$ cat config.mk
export PLATFORM = sky130hd
export DESIGN_NAME = lvl_irq_counter
export DESIGN_NICKNAME = d
export VERILOG_FILES = /design/src/rtl/lic_pkg.sv /design/src/rtl/lic_sync.sv /design/src/rtl/lic_enable_bank.sv /design/src/rtl/lic_scan.sv /design/src/rtl/lvl_irq_counter.sv
export SDC_FILE = /design/constraint.sdc
export NUM_CORES = 1
export LEC_CHECK = 0
export ABC_AREA = 1
export ABC_CLOCK_PERIOD_IN_PS = 19100
export BUFFER_PORTS_ARGS = -buffer_cell sky130_fd_sc_hd__buf_4
export CAP_MARGIN = 5
export CORE_MARGIN = 1
export CORE_UTILIZATION = 55
export CTS_BUF_LIST = sky130_fd_sc_hd__clkbuf_4 sky130_fd_sc_hd__clkbuf_8
export DETAILED_ROUTE_END_ITERATION = 7
export PLACE_DENSITY = 0.79
export SLEW_MARGIN = 20
export SYNTH_ARGS = -nofsm -noshare
export SYNTH_HDL_FRONTEND = slang
export SYNTH_SLANG_ARGS = --single-unit
$ cat constraint.sdc
create_clock -name clk -period 19.1 [get_ports clk]
set_input_delay 0.955 -clock clk [delete_from_list [all_inputs] [get_ports clk]]
set_output_delay 0.955 -clock clk [all_outputs]
set_load 0.1 [all_outputs]
$ cat src/rtl/lic_pkg.sv
package lic_pkg;
  localparam int REG_W      = 32;
  localparam int IDX_W      = 10;
  localparam int IDX_ID     = 0;
  localparam int IDX_COUNT  = 1;
  localparam int IDX_LOWEST = 2;
  localparam int IDX_OFFALL = 3;
  localparam int IDX_OFF    = 4;
  localparam int IDX_ON     = 5;
  localparam logic [REG_W-1:0] NONE_ACTIVE = '1;
endpackage

$ cat src/rtl/lic_sync.sv
module lic_sync #(
  parameter int W = 64
) (
  input  logic         clk,
  input  logic         rst_n,
  input  logic [W-1:0] d_i,
  output logic [W-1:0] q_o
);
  logic [W-1:0] meta_q;
  logic [W-1:0] lvl_q;

  always_ff @(posedge clk or negedge rst_n) begin
    if (!rst_n) begin
      meta_q <= '0;
      lvl_q  <= '0;
    end else begin
      meta_q <= d_i;
      lvl_q  <= meta_q;
    end
  end

  assign q_o = lvl_q;
endmodule

$ cat src/rtl/lic_enable_bank.sv
module lic_enable_bank
  import lic_pkg::*;
#(
  parameter int NUM_SRC = 64
) (
  input  logic               clk,
  input  logic               rst_n,
  input  logic               wr_i,
  input  logic [IDX_W-1:0]   idx_i,
  input  logic [REG_W-1:0]   wdata_i,
  output logic [NUM_SRC-1:0] en_o
);
  localparam int SEL_W = (NUM_SRC > 1) ? $clog2(NUM_SRC) : 1;

  logic [NUM_SRC-1:0] en_q, en_d;
  logic               in_range;
  logic [SEL_W-1:0]   sel;

  assign in_range = (wdata_i < REG_W'(NUM_SRC));
  assign sel      = wdata_i[SEL_W-1:0];

  always_comb begin
    en_d = en_q;
    if (idx_i == IDX_W'(IDX_OFFALL)) begin
      en_d = '0;
    end else if (in_range && idx_i == IDX_W'(IDX_OFF)) begin
      en_d[sel] = 1'b0;
    end else if (in_range && idx_i == IDX_W'(IDX_ON)) begin
      en_d[sel] = 1'b1;
    end
  end

  always_ff @(posedge clk or negedge rst_n) begin
    if (!rst_n) begin
      en_q <= '0;
    end else if (wr_i) begin
      en_q <= en_d;
    end
  end

  assign en_o = en_q;

  assert_offall_clears_R5: assert property (@(posedge clk) disable iff (!rst_n)
    (wr_i && idx_i == IDX_W'(IDX_OFFALL)) |=> (en_q == '0));

  assert_off_clears_bit_R6: assert property (@(posedge clk) disable iff (!rst_n)
    (wr_i && in_range && idx_i == IDX_W'(IDX_OFF)) |=> !en_q[$past(sel)]);

  assert_on_sets_bit_R7: assert property (@(posedge clk) disable iff (!rst_n)
    (wr_i && in_range && idx_i == IDX_W'(IDX_ON)) |=> en_q[$past(sel)]);

  assert_oob_ignored_R8: assert property (@(posedge clk) disable iff (!rst_n)
    (wr_i && !in_range && (idx_i == IDX_W'(IDX_ON) || idx_i == IDX_W'(IDX_OFF)))
      |=> $stable(en_q));
endmodule

$ cat src/rtl/lic_scan.sv
module lic_scan
  import lic_pkg::*;
#(
  parameter int NUM_SRC = 64
) (
  input  logic                         clk,
  input  logic                         rst_n,
  input  logic [NUM_SRC-1:0]           lvl_i,
  input  logic [NUM_SRC-1:0]           en_i,
  output logic [$clog2(NUM_SRC+1)-1:0] count_o,
  output logic [REG_W-1:0]             lowest_o
);
  localparam int CNT_W = $clog2(NUM_SRC + 1);

  logic [NUM_SRC-1:0] act;
  assign act = lvl_i & en_i;

  always_comb begin
    count_o = '0;
    for (int i = 0; i < NUM_SRC; i++) begin
      count_o = count_o + CNT_W'(act[i]);
    end
  end

  always_comb begin
    lowest_o = NONE_ACTIVE;
    for (int i = NUM_SRC - 1; i >= 0; i--) begin
      if (act[i]) lowest_o = REG_W'(i);
    end
  end

  assert_none_iff_empty_R4: assert property (@(posedge clk) disable iff (!rst_n)
    (lowest_o == NONE_ACTIVE) == (count_o == '0));

  assert_count_bounded_R2: assert property (@(posedge clk) disable iff (!rst_n)
    count_o <= CNT_W'(NUM_SRC));
endmodule

$ cat src/rtl/lvl_irq_counter.sv
module lvl_irq_counter
  import lic_pkg::*;
#(
  parameter int          NUM_SRC = 64,
  parameter logic [31:0] ID_WORD = 32'hC0DE_1A70
) (
  input  logic               clk,
  input  logic               rst_n,
  input  logic [NUM_SRC-1:0] src_i,
  input  logic [11:0]        bus_addr,
  input  logic               bus_wr,
  input  logic               bus_rd,
  input  logic [31:0]        bus_wdata,
  output logic [31:0]        bus_rdata,
  output logic               irq_o
);
  localparam int CNT_W = $clog2(NUM_SRC + 1);

  logic [IDX_W-1:0]   idx;
  logic [NUM_SRC-1:0] lvl;
  logic [NUM_SRC-1:0] en;
  logic [CNT_W-1:0]   count;
  logic [REG_W-1:0]   lowest;
  logic [REG_W-1:0]   rdata_q, rdata_d;

  assign idx = bus_addr[11:2];

  lic_sync #(.W(NUM_SRC)) u_sync (
    .clk (clk), .rst_n (rst_n), .d_i (src_i), .q_o (lvl)
  );

  lic_enable_bank #(.NUM_SRC(NUM_SRC)) u_bank (
    .clk (clk), .rst_n (rst_n), .wr_i (bus_wr), .idx_i (idx),
    .wdata_i (bus_wdata), .en_o (en)
  );

  lic_scan #(.NUM_SRC(NUM_SRC)) u_scan (
    .clk (clk), .rst_n (rst_n), .lvl_i (lvl), .en_i (en),
    .count_o (count), .lowest_o (lowest)
  );

  always_comb begin
    case (idx)
      IDX_W'(IDX_ID):     rdata_d = ID_WORD;
      IDX_W'(IDX_COUNT):  rdata_d = REG_W'(count);
      IDX_W'(IDX_LOWEST): rdata_d = lowest;
      default:            rdata_d = '0;
    endcase
  end

  always_ff @(posedge clk or negedge rst_n) begin
    if (!rst_n) begin
      rdata_q <= '0;
    end else if (bus_rd) begin
      rdata_q <= rdata_d;
    end
  end

  assign bus_rdata = rdata_q;
  assign irq_o     = (count != '0);

  assert_id_read_R1: assert property (@(posedge clk) disable iff (!rst_n)
    (bus_rd && idx == IDX_W'(IDX_ID)) |=> (bus_rdata == ID_WORD));

  assert_unmapped_zero_R10: assert property (@(posedge clk) disable iff (!rst_n)
    (bus_rd && idx > IDX_W'(IDX_ON)) |=> (bus_rdata == '0));

  assert_rdata_hold_R12: assert property (@(posedge clk) disable iff (!rst_n)
    !bus_rd |=> $stable(bus_rdata));

  assert_irq_vs_lowest_R3: assert property (@(posedge clk) disable iff (!rst_n)
    irq_o == (lowest != NONE_ACTIVE));
endmodule

After elaboration in Yosys (flattened, before gate mapping) --
Index checks and enable logic that the tools add are counted.
Cells by class: add/subtract/negate cells 63, $lt $le $gt $ge 3, equality and inequality tests 5, multiplexer cells 70, bitwise logic cells 4, reduce and logical (&&, ||, !) cells 7
Operator list (number):
- two-way mux 32 bit | 64
- adder 7 x 1 -> 7 bit | 62
- two-way mux 64 bit | 3
- bitwise AND 64 bit | 2
- case mux 32 bit (3 select lines) | 1
- NOT 64 bit | 1
- bitwise OR 64 bit | 1
- < comparator 32 x 7 -> 1 bit, second input constant | 1
- == test 10 x 2 -> 1 bit, second input constant | 2
- == test 10 x 3 -> 1 bit, second input constant | 2
- == test 10 x 1 -> 1 bit, second input constant | 1
- zero test 10 bit | 1
- < comparator 6 x 7 -> 1 bit, second input constant | 1
- nonzero test 7 bit | 1
- demux 1 bit (select 6 bit) | 1
- >= comparator 6 x 1 -> 1 bit, second input constant | 1
- logical AND 1 bit | 3
- nonzero test 3 bit | 1
- adder 1 x 1 -> 2 bit | 1
- AND reduction 2 bit | 1
- two-way mux 1 bit | 1
Word-level totals: register bits after elaboration 224, bits of input ports 112, output and inout bits 33, logic and storage cells 156

Depth between registers and ports, before layout --
Gate-level depths: netlist of the first run.
word-level depth 66, depth in mapped cells 55, gate-level depth less buffers 55

Hierarchy --
Synthesis of the first run repeated with hierarchy kept, for this count alone.
Second synthesis, totals: cells, all modules 1503, area, all modules 12449.4 um^2
Modules (own cells, without submodules):
- lic_enable_bank | instances 1, cells each 746, area each 4534.3 um^2, seq. area each 1601.5 um^2
- lic_sync | instances 1, cells each 128, area each 3203.1 um^2, seq. area each 3203.1 um^2
- lic_scan | instances 1, cells each 446, area each 3149.3 um^2, seq. area each 0.0 um^2
- lvl_irq_counter | instances 1, cells each 183, area each 1562.7 um^2, seq. area each 800.8 um^2

Worst setup path after synthesis of the first run --
OpenSTA, ideal clock, no wires.
kind register -> output, from register u_bank.en_q[1] (netlist: u_bank.en_o[1]), to output irq_o, arrival 6.919 ns, required time 18.145 ns, slack 11.226 ns, cell stages (with the launch flop) 25, path buffers 0, cells stage by stage dfrtp_1 > nand2_1 > inv_1 > ha_1 > inv_1 > fa_1 > inv_1 > fa_1 > inv_1 > fa_1 > fa_1 > fa_1 > fa_1 > fa_1 > fa_1 > fa_1 > fa_1 > inv_1 > a21oi_1 > nor2_1 > nor2_1 > xor2_1 > inv_1 > nor2_1 > nand4_1
On the way: cells in the longest elaborated chain, start to end 65
Ends and longest elaborated chain:
- start, declared | RTL line lic_enable_bank.sv:15 | logic [NUM_SRC-1:0] en_q, en_d;
- start signal, assigned | RTL line lic_enable_bank.sv:37 | en_q <= en_d;
- bitwise AND 64 bit | RTL line lic_scan.sv:16 | assign act = lvl_i & en_i;
- adder 1 x 1 -> 2 bit | RTL line lic_scan.sv:21 | count_o = count_o + CNT_W'(act[i]);
- adder 7 x 1 -> 7 bit (62 in series) | RTL line lic_scan.sv:21
- nonzero test 7 bit | RTL line lvl_irq_counter.sv:60 | assign irq_o = (count != '0);
- end, declared | RTL line lvl_irq_counter.sv:15 | output logic irq_o
No other way between the ends.

Final worst setup path of the first run --
Same ends and word-level chain as after synthesis.

==> flow_metrics.py, run 1 <==
metrics = {
    "final_layout": {
        "antenna-diode-count": 0,
        "final_net_count": 1264,
        "stdcell_area_sq_um": 12100,
        "area_taken_by_multi_input_logic_gates_sq_um": 4400,
        "share_of_layout_cells_above_drive_strength_1": 0.280,
        "finalNonFillerCells": 1332,
        "areaGrowthSynthToFinish_pct": 19.3,
        "final.fill_count": 1398,
        "regArea_sq_um": 5030,
    },
    "synth": {
        "synth.top_cell.area_share": 0.496,
        "synthesized_netlist_cell_count": 943,
        "synthTopCellsByArea": "dfrtp_1 50%, fa_1 11%, mux2_2 7.1%, nand2_1 6.0%, a311oi_1 5.6%",
        "synth-edff-count": 0,
        "share_of_synthesized_flip_flops_with_an_asynchronous_set_or_reset": 1.00,
        "synth_seq_cells": 201,
        "synth_seq_area_share": 0.496,
        "synth_top_flop_cell": "dfrtp_1",
        "netlist.top_cell.by_area": "dfrtp_1",
        "synthesis.yosys.warnings": 0,
        "post_synth_instance_area_sq_um": 10100,
        "postSynthAreaPerCell_sq_um": 10.7,
        "synthDistinctLibCells": 29,
        "syn_nets": 1125,
    },
    "placed_design": {
        "place_congestion": 0.888,
        "pre_cts_ws_ns": 11.35,
        "dp.cells": 1274,
        "placement.cell_area_sq_um": 11300,
        "port_buffers": 142,
        "hpwl_reported_at_the_end_of_detailed_placement_mm": 15.5,
    },
    "clock_tree": {
        "post_cts_resized": 0,
        "numClockSinks": 201,
        "postCtsHoldBufs": 0,
        "tritoncts": "yes",
        "cts_htree_levels": 2,
        "buffer_cell_driving_the_clock_tree_root": "clkbuf_8",
        "cts_buffer_depth": 3,
        "insertion_delay_ns": 0.53,
        "postCtsSetupBuffers": 0,
        "tritoncts.num_buffers": 34,
        "clkSlewWorstSetupHoldPaths_ns": 0.06,
    },
    "run_status": {
        "outcome": "completed",
    },
    "timing": {
        "rsz0062_at_grt": "no",
        "slew_headroom": 0.383,
        "final_period_minus_worst_setup_slack_ns": 8.31,
        "finalHoldViolations": 0,
        "fin_setup_tns_ns": 0,
        "slew_viol_final": 0,
        "worstMarginPinSlew_ns": 0.926,
        "achievable-frequency_mhz": 120,
        "layout_setup_ws_ns": 10.79,
        "final.setup_skew_ns": 0.0178,
        "fin_crit_share": 0.435,
        "report.final.setup_viol": 0,
    },
    "detailed_routing": {
        "via_count": 7367,
        "drt-vias-per-instance": 5.53,
        "drt_drc_violations_left": 0,
        "route.detailed.wl_per_inst_um": 16.9,
        "drt.antenna.violating_nets": 0,
        "total_routed_wirelength_mm": 22.5,
        "first_iter_violations": 518,
        "drt-pass1-iter-count": 5,
    },
    "worst_setup_path": {
        "setup.worst_path.start_class": "register",
        "critical_path.max_fanout": 3,
        "crit_arrival_ns": 7.36,
        "critical_path.endpoint_type": "output pin",
        "path_class": "reg -> out",
        "critPathRequiredTime_ns": 18.15,
    },
    "global_route": {
        "grt_first_pass_wirelength_mm": 36.0,
        "maximum_number_of_pins_on_one_net_before_global_route_repair": 119,
        "grt_antenna_before_repair": 0,
        "grt_use_total": 0.252,
        "via_count_of_the_first_global_routing_pass": 7379,
        "overflow": 0,
    },
    "die": {
        "die_x_um": 138,
        "core_sq_um": 18000,
        "die_h_um": 138,
        "initial_core_util": 0.562,
        "dieArea_sq_um": 19000,
        "floorplan.io_pins": 145,
        "floorplan.rows": 49,
    },
    "pwr": {
        "power.density_cell_area_nw_per_um2": 75.3,
        "ir_worst_vdd_uv": 61.1,
        "power.leakage_nw": 6.53,
        "power_w": 0.000910,
    },
    "min_path": {
        "min_path_type": "reg -> reg",
    },
    "job": {
        "timing.max_cap.violations": 0,
    },
}
==> flip-flops by register name (all words and copies together) (netlist names) <==
name,flops
u_bank.en_o,64
u_sync.meta_q,64
u_sync.q_o,64
bus_rdata,9
==> cell usage after synthesis (4+ instances only) <==
master	instances
ha_1	16
o21ai_0	5
buf_1	7
o211ai_1	8
dfrtp_1	201
clkbuf_1	30
nand4_1	6
a21oi_1	74
fa_1	54
a31oi_1	4
buf_4	23
nor3_1	25
nor2_1	45
a311oi_1	65
nor4_1	12
xor2_1	4
mux2_2	64
nand2_4	18
inv_1	105
nand2_1	163
==> through the flow <==
stage	hold WS, ns	util
final	0.344	0.671
after detailed placement	0.335	0.629
after global placement	0.333	0.629
after floorplan	0.331	-
after global routing	0.347	0.671
after CTS	0.347	0.669
==> critical path, stage by stage (launching register included) <==
cell and delay (ns):
dfrtp_1 0.39, nand2_1 0.10, inv_1 0.06, ha_1 0.28
inv_1 0.05, fa_1 0.50, inv_1 0.08, fa_1 0.51
inv_1 0.07, fa_1 0.55, fa_1 0.45, fa_1 0.56
fa_1 0.44, fa_1 0.52, fa_1 0.43, fa_1 0.41
fa_1 0.41, inv_1 0.07, a21oi_1 0.06, nor2_1 0.11
nor2_1 0.07, inv_1 0.06, a21oi_1 0.06, inv_1 0.06
a21oi_1 0.09, nand4_1 0.13, buf_4 0.30
==> final timing paths <==
check / endpoint / cells past startpoint / start / slack (ns)
max in group asynchronous: u_bank.en_o[27] / 3 / rst_n / 17.35
max reg2reg: bus_rdata[4] / 24 / u_bank.en_o[1] / 12.37
max: irq_o / 26 / u_bank.en_o[1] / 10.79
min: u_sync.q_o[27] / 0 / u_sync.meta_q[27] / 0.34
min reg2reg: u_sync.q_o[27] / 0 / u_sync.meta_q[27] / 0.34
min in group asynchronous: u_bank.en_o[9] / 1 / rst_n / 0.57
==> power breakdown <==
part	switching [W]	total (W)	internal (W)
Combinational	0.0000402	0.0000619	0.0000217
Clock	0.000168	0.000402	0.000234
Sequential	0.00000638	0.000446	0.000440
Total	0.000214	0.000910	0.000696
==> cell usage in the layout, fill, tap and decap left out, types with 2 or more instances in the layout <==
cell / n
a31oi_1: 4
bufinv_16: 2
a32oi_1: 2
nand3_1: 3
nand4_1: 6
a311oi_1: 65
fa_1: 54
inv_6: 2
o21ai_0: 5
nor3_1: 25
inv_1: 105
ha_1: 16
nor4_1: 11
xor2_1: 4
mux2_2: 64
buf_4: 161
clkbuf_4: 6
clkinv_2: 5
nand2_2: 2
o211ai_1: 8
inv_2: 2
nand2_4: 18
nor2_1: 44
dfrtp_1: 201
a21oi_1: 74
clkbuf_8: 42
nand2_1: 163
==> cells by family after synthesis <==
| kind of cell | synth area share |
|---|---|
| flip-flops | 0.496 |
| AND/OR/NAND/NOR | 0.124 |
| XOR/XNOR | 0.00346 |
| buffers and inverters | 0.0704 |
| AO/OA/AOI/OAI | 0.108 |
| adder cells (fa/ha/maj) | 0.126 |
| multiplexers | 0.0711 |
==> area by class of cell <==
class                           count  area share
Timing Repair Buffer              163       0.103
Clock buffer                       47      0.0504
Tap cell                          229      0.0237
Multi-Input combinational cell    575       0.364
Clock inverter                     10     0.00911
Inverter                          107      0.0332
Sequential cell                   201       0.416
==> layer usage <==
layer  track usage  share of wire  up-vias  routed length (um)
met5             0              0        -                   0
met4         0.100          0.026        0                 591
met3        0.0419          0.077       41                1720
met2         0.414           0.48      336               10900
met1         0.334           0.41     3544                9340
li1              -              -     3446                   -
No activity file was read; power rests on OpenSTA's default activity.
==> run 2, diff against run 1 <==
- ABC_AREA: 1 -> 0
- ABC_CLOCK_PERIOD_IN_PS: 19100 -> 7850
- clock period: 19.1 -> 7.85 ns (I/O delays scaled with it)
==> run 2 against run 1 <==
The flow now finishes with violations (negative hold slack); first-iteration DRC count grew 8.3%; clock-buffer cell count fell by 2; area after synthesis fell by 4.7%; clock skew rose by 0.0074 ns; critical path depth is 4 lower.
==> flow_metrics.py, run 2 <==
metrics = {
    "run_status": {
        "outcome": "complete, but fails checks",
        "violated_checks": "negative hold slack",
    },
    "timing": {
        "finalHoldViolations": 22,
        "achievable-frequency_mhz": 132,
        "fin_crit_share": 0.963,
        "fin_setup_tns_ns": 0,
        "report.final.setup_viol": 0,
        "final.setup_skew_ns": 0.0252,
        "fin_hold_ws_ns": -0.0162,
        "rsz0062_at_grt": "no",
        "worstMarginPinSlew_ns": 0.965,
        "final_period_minus_worst_setup_slack_ns": 7.56,
        "slew_headroom": 0.357,
        "slew_viol_final": 0,
    },
    "synth": {
        "synth_top_flop_cell": "dfrtp_1",
        "postSynthAreaPerCell_sq_um": 11.9,
        "post_synth_most_frequent_cells": "201 x dfrtp_1, 78 x nand2_1, 69 x inv_1",
        "synth_seq_area_share": 0.521,
        "synthesized_netlist_cell_count": 815,
        "synthTopCellsByArea": "dfrtp_1 52%, fa_1 11%, o211ai_1 5.0%, o31ai_1 3.9%, nand2_1 3.0%",
        "synth.top_cell.area_share": 0.521,
        "synthesis.yosys.warnings": 0,
        "syn_nets": 997,
        "share_of_synthesized_flip_flops_with_an_asynchronous_set_or_reset": 1.00,
        "synthDistinctLibCells": 63,
        "yosys.cell_count.top_type": "dfrtp_1",
        "post_synth_instance_area_sq_um": 9660,
        "synth-edff-count": 0,
        "netlist.top_cell.by_area": "dfrtp_1",
        "synth_seq_cells": 201,
    },
    "detailed_routing": {
        "drt-pass1-iter-count": 5,
        "route.detailed.wl_per_inst_um": 18.2,
        "drt_drc_violations_left": 0,
        "drt-vias-per-instance": 5.76,
        "first_iter_violations": 561,
        "via_count": 7140,
        "drt.antenna.violating_nets": 0,
        "total_routed_wirelength_mm": 22.5,
    },
    "job": {
        "timing.max_cap.violations": 0,
    },
    "pwr": {
        "power_w": 0.00215,
        "power.leakage_nw": 5.87,
        "ir_worst_vdd_uv": 156,
        "power.density_cell_area_nw_per_um2": 180,
    },
    "clock_tree": {
        "postCtsSetupBuffers": 0,
        "clkSlewWorstSetupHoldPaths_ns": 0.07,
        "tritoncts": "yes",
        "tritoncts.num_buffers": 30,
        "cts_htree_levels": 1,
        "numClockSinks": 201,
        "cts_buffer_depth": 3,
        "buffer_cell_driving_the_clock_tree_root": "clkbuf_8",
        "insertion_delay_ns": 0.55,
    },
    "final_layout": {
        "antenna-diode-count": 0,
        "share_of_layout_cells_above_drive_strength_1": 0.227,
        "final_cell_mix": "201 x dfrtp_1, 143 x buf_4, 78 x nand2_1, 69 x inv_1",
        "area_taken_by_multi_input_logic_gates_sq_um": 4010,
        "most_common_cell_after_layout_fill_and_taps_aside": "dfrtp_1",
        "areaGrowthSynthToFinish_pct": 24.0,
        "final_net_count": 1178,
        "regArea_sq_um": 5030,
        "final.fill_count": 1164,
    },
    "global_route": {
        "maximum_number_of_pins_on_one_net_before_global_route_repair": 120,
        "grt_use_total": 0.257,
        "grt_first_pass_wirelength_mm": 35.6,
        "grt_antenna_before_repair": 0,
        "via_count_of_the_first_global_routing_pass": 7136,
        "overflow": 0,
    },
    "die": {
        "die_x_um": 135,
        "floorplan.rows": 48,
        "die_h_um": 135,
        "dieArea_sq_um": 18100,
        "initial_core_util": 0.560,
        "floorplan.io_pins": 145,
        "core_sq_um": 17200,
    },
    "worst_setup_path": {
        "critical_path.endpoint_type": "output pin",
        "path_cells": "nand2_1, inv_1, ha_1, inv_1, fa_1, inv_1, fa_1, inv_1, fa_1, fa_1, fa_1, fa_1, fa_1, fa_1, fa_1, fa_1, nor2b_1, nor3_1, a2bb2oi_1, nor3_1, nand3_1, buf_6",
        "crit_slowest_cell": "fa_1",
        "critical_path.max_fanout": 3,
        "crit_arrival_ns": 7.17,
        "setup.worst_path.start_class": "register",
        "critPathRequiredTime_ns": 7.46,
        "cp_slowest_stage_delay_ns": 0.55,
        "path_class": "reg -> out",
        "crit_top_cell": "fa_1",
    },
    "placed_design": {
        "hpwl_reported_at_the_end_of_detailed_placement_mm": 14.8,
        "port_buffers": 142,
        "place_congestion": 0.932,
    },
    "min_path": {
        "min_path_type": "in -> async",
    },
}
-- run 2: cell count changes after synthesis, sizes merged, moves of 18 or more --
cell	before	now
a21oi	74	23
a311oi	65	0
and2	0	18
inv	107	69
mux2	64	1
nand2	183	84
nand3	3	22
nor2	45	19
nor3	25	7
o211ai	8	66
o31ai	1	64
-- run 2: metrics by stage --
stage                util  cells  setup slack (ns)  hold slack (ns)  area, sq um
detailed placement  0.619   1125             0.877            0.335        10700
global route        0.695   1239            0.0209           0.0472        12000
CTS                 0.695   1239             0.267          0.00778        12000
global placement    0.619   1125             0.929            0.334        10700
finish              0.695   1239             0.291          -0.0162        12000
floorplan               -    815             0.711           0.0969         9660
-- run 2: logic make-up (layout without fill, tap and decap cells) --
kind of cell / count (synthesis) / after routing / share of synthesized area
compound gates: 213 / 213 / 0.168
xor+xnor: 3 / 3 / 0.00272
fa+ha+maj: 70 / 70 / 0.133
buf+inv: 129 / 328 / 0.0651
flops: 201 / 201 / 0.521
mux: 1 / 1 / 0.00117
simple gates: 198 / 198 / 0.110
-- run 2: worst paths after layout --
kind                                        start           endpoint  slack, ns  cells after the start
worst min register to register  u_sync.meta_q[60]     u_sync.q_o[60]       0.34                      0
max in group asynchronous                   rst_n     u_sync.q_o[32]       6.36                      2
worst max register to register      u_sync.q_o[0]       bus_rdata[5]       1.18                     22
worst min-delay path                        rst_n  u_sync.meta_q[59]      -0.02                      1
min in group clk                           bus_rd       bus_rdata[6]       0.13                      2
worst max-delay path                u_sync.q_o[0]              irq_o       0.29                     22
-- run 2: what timing repair did --
| item | 4_1_cts | 5_1_grt |
|---|---|---|
| endpoints found under the hold margin | 64 | 0 |
| gates resized for setup | 0 | 1 |
| endpoints found under the setup margin | 0 | 1 |
| hold buffers | 64 | 0 |
-- run 2: power by group --
group	switching, W	internal (W)	total [W]
Sequential	0.0000147	0.00107	0.00109
Combinational	0.0000863	0.0000656	0.000152
Clock	0.000379	0.000534	0.000913
Total	0.000480	0.00167	0.00215
-- run 2: cell type report --
type                    instances  share of cell area
well taps                     225              0.0235
inverters                      69              0.0216
multi-input cells             485               0.335
clock inverters                 5             0.00647
flip-flops and latches        201               0.420
repair buffers                209               0.145
clock buffers                  45              0.0486
-- run 2: metal layers --
| layer | wire [um] | global-route usage | vias up |
|---|---|---|---|
| li1 | - | - | 3229 |
| met1 | 8630 | 0.327 | 3465 |
| met4 | 814 | 0.109 | 0 |
| met5 | 0 | 0 | - |
| met3 | 2090 | 0.0518 | 58 |
| met2 | 11000 | 0.431 | 388 |
-- run 2: critical path, delay by kind of cell, from the launching register on --
| kind | cells | cell delay [ns] |
|---|---|---|
| adders and majority gates | 11 | 4.99 |
| buffers and inverters | 5 | 0.42 |
| AOI/OAI and AO/OA | 1 | 0.16 |
| DFF | 1 | 0.37 |
| and+or+nand+nor | 5 | 0.66 |
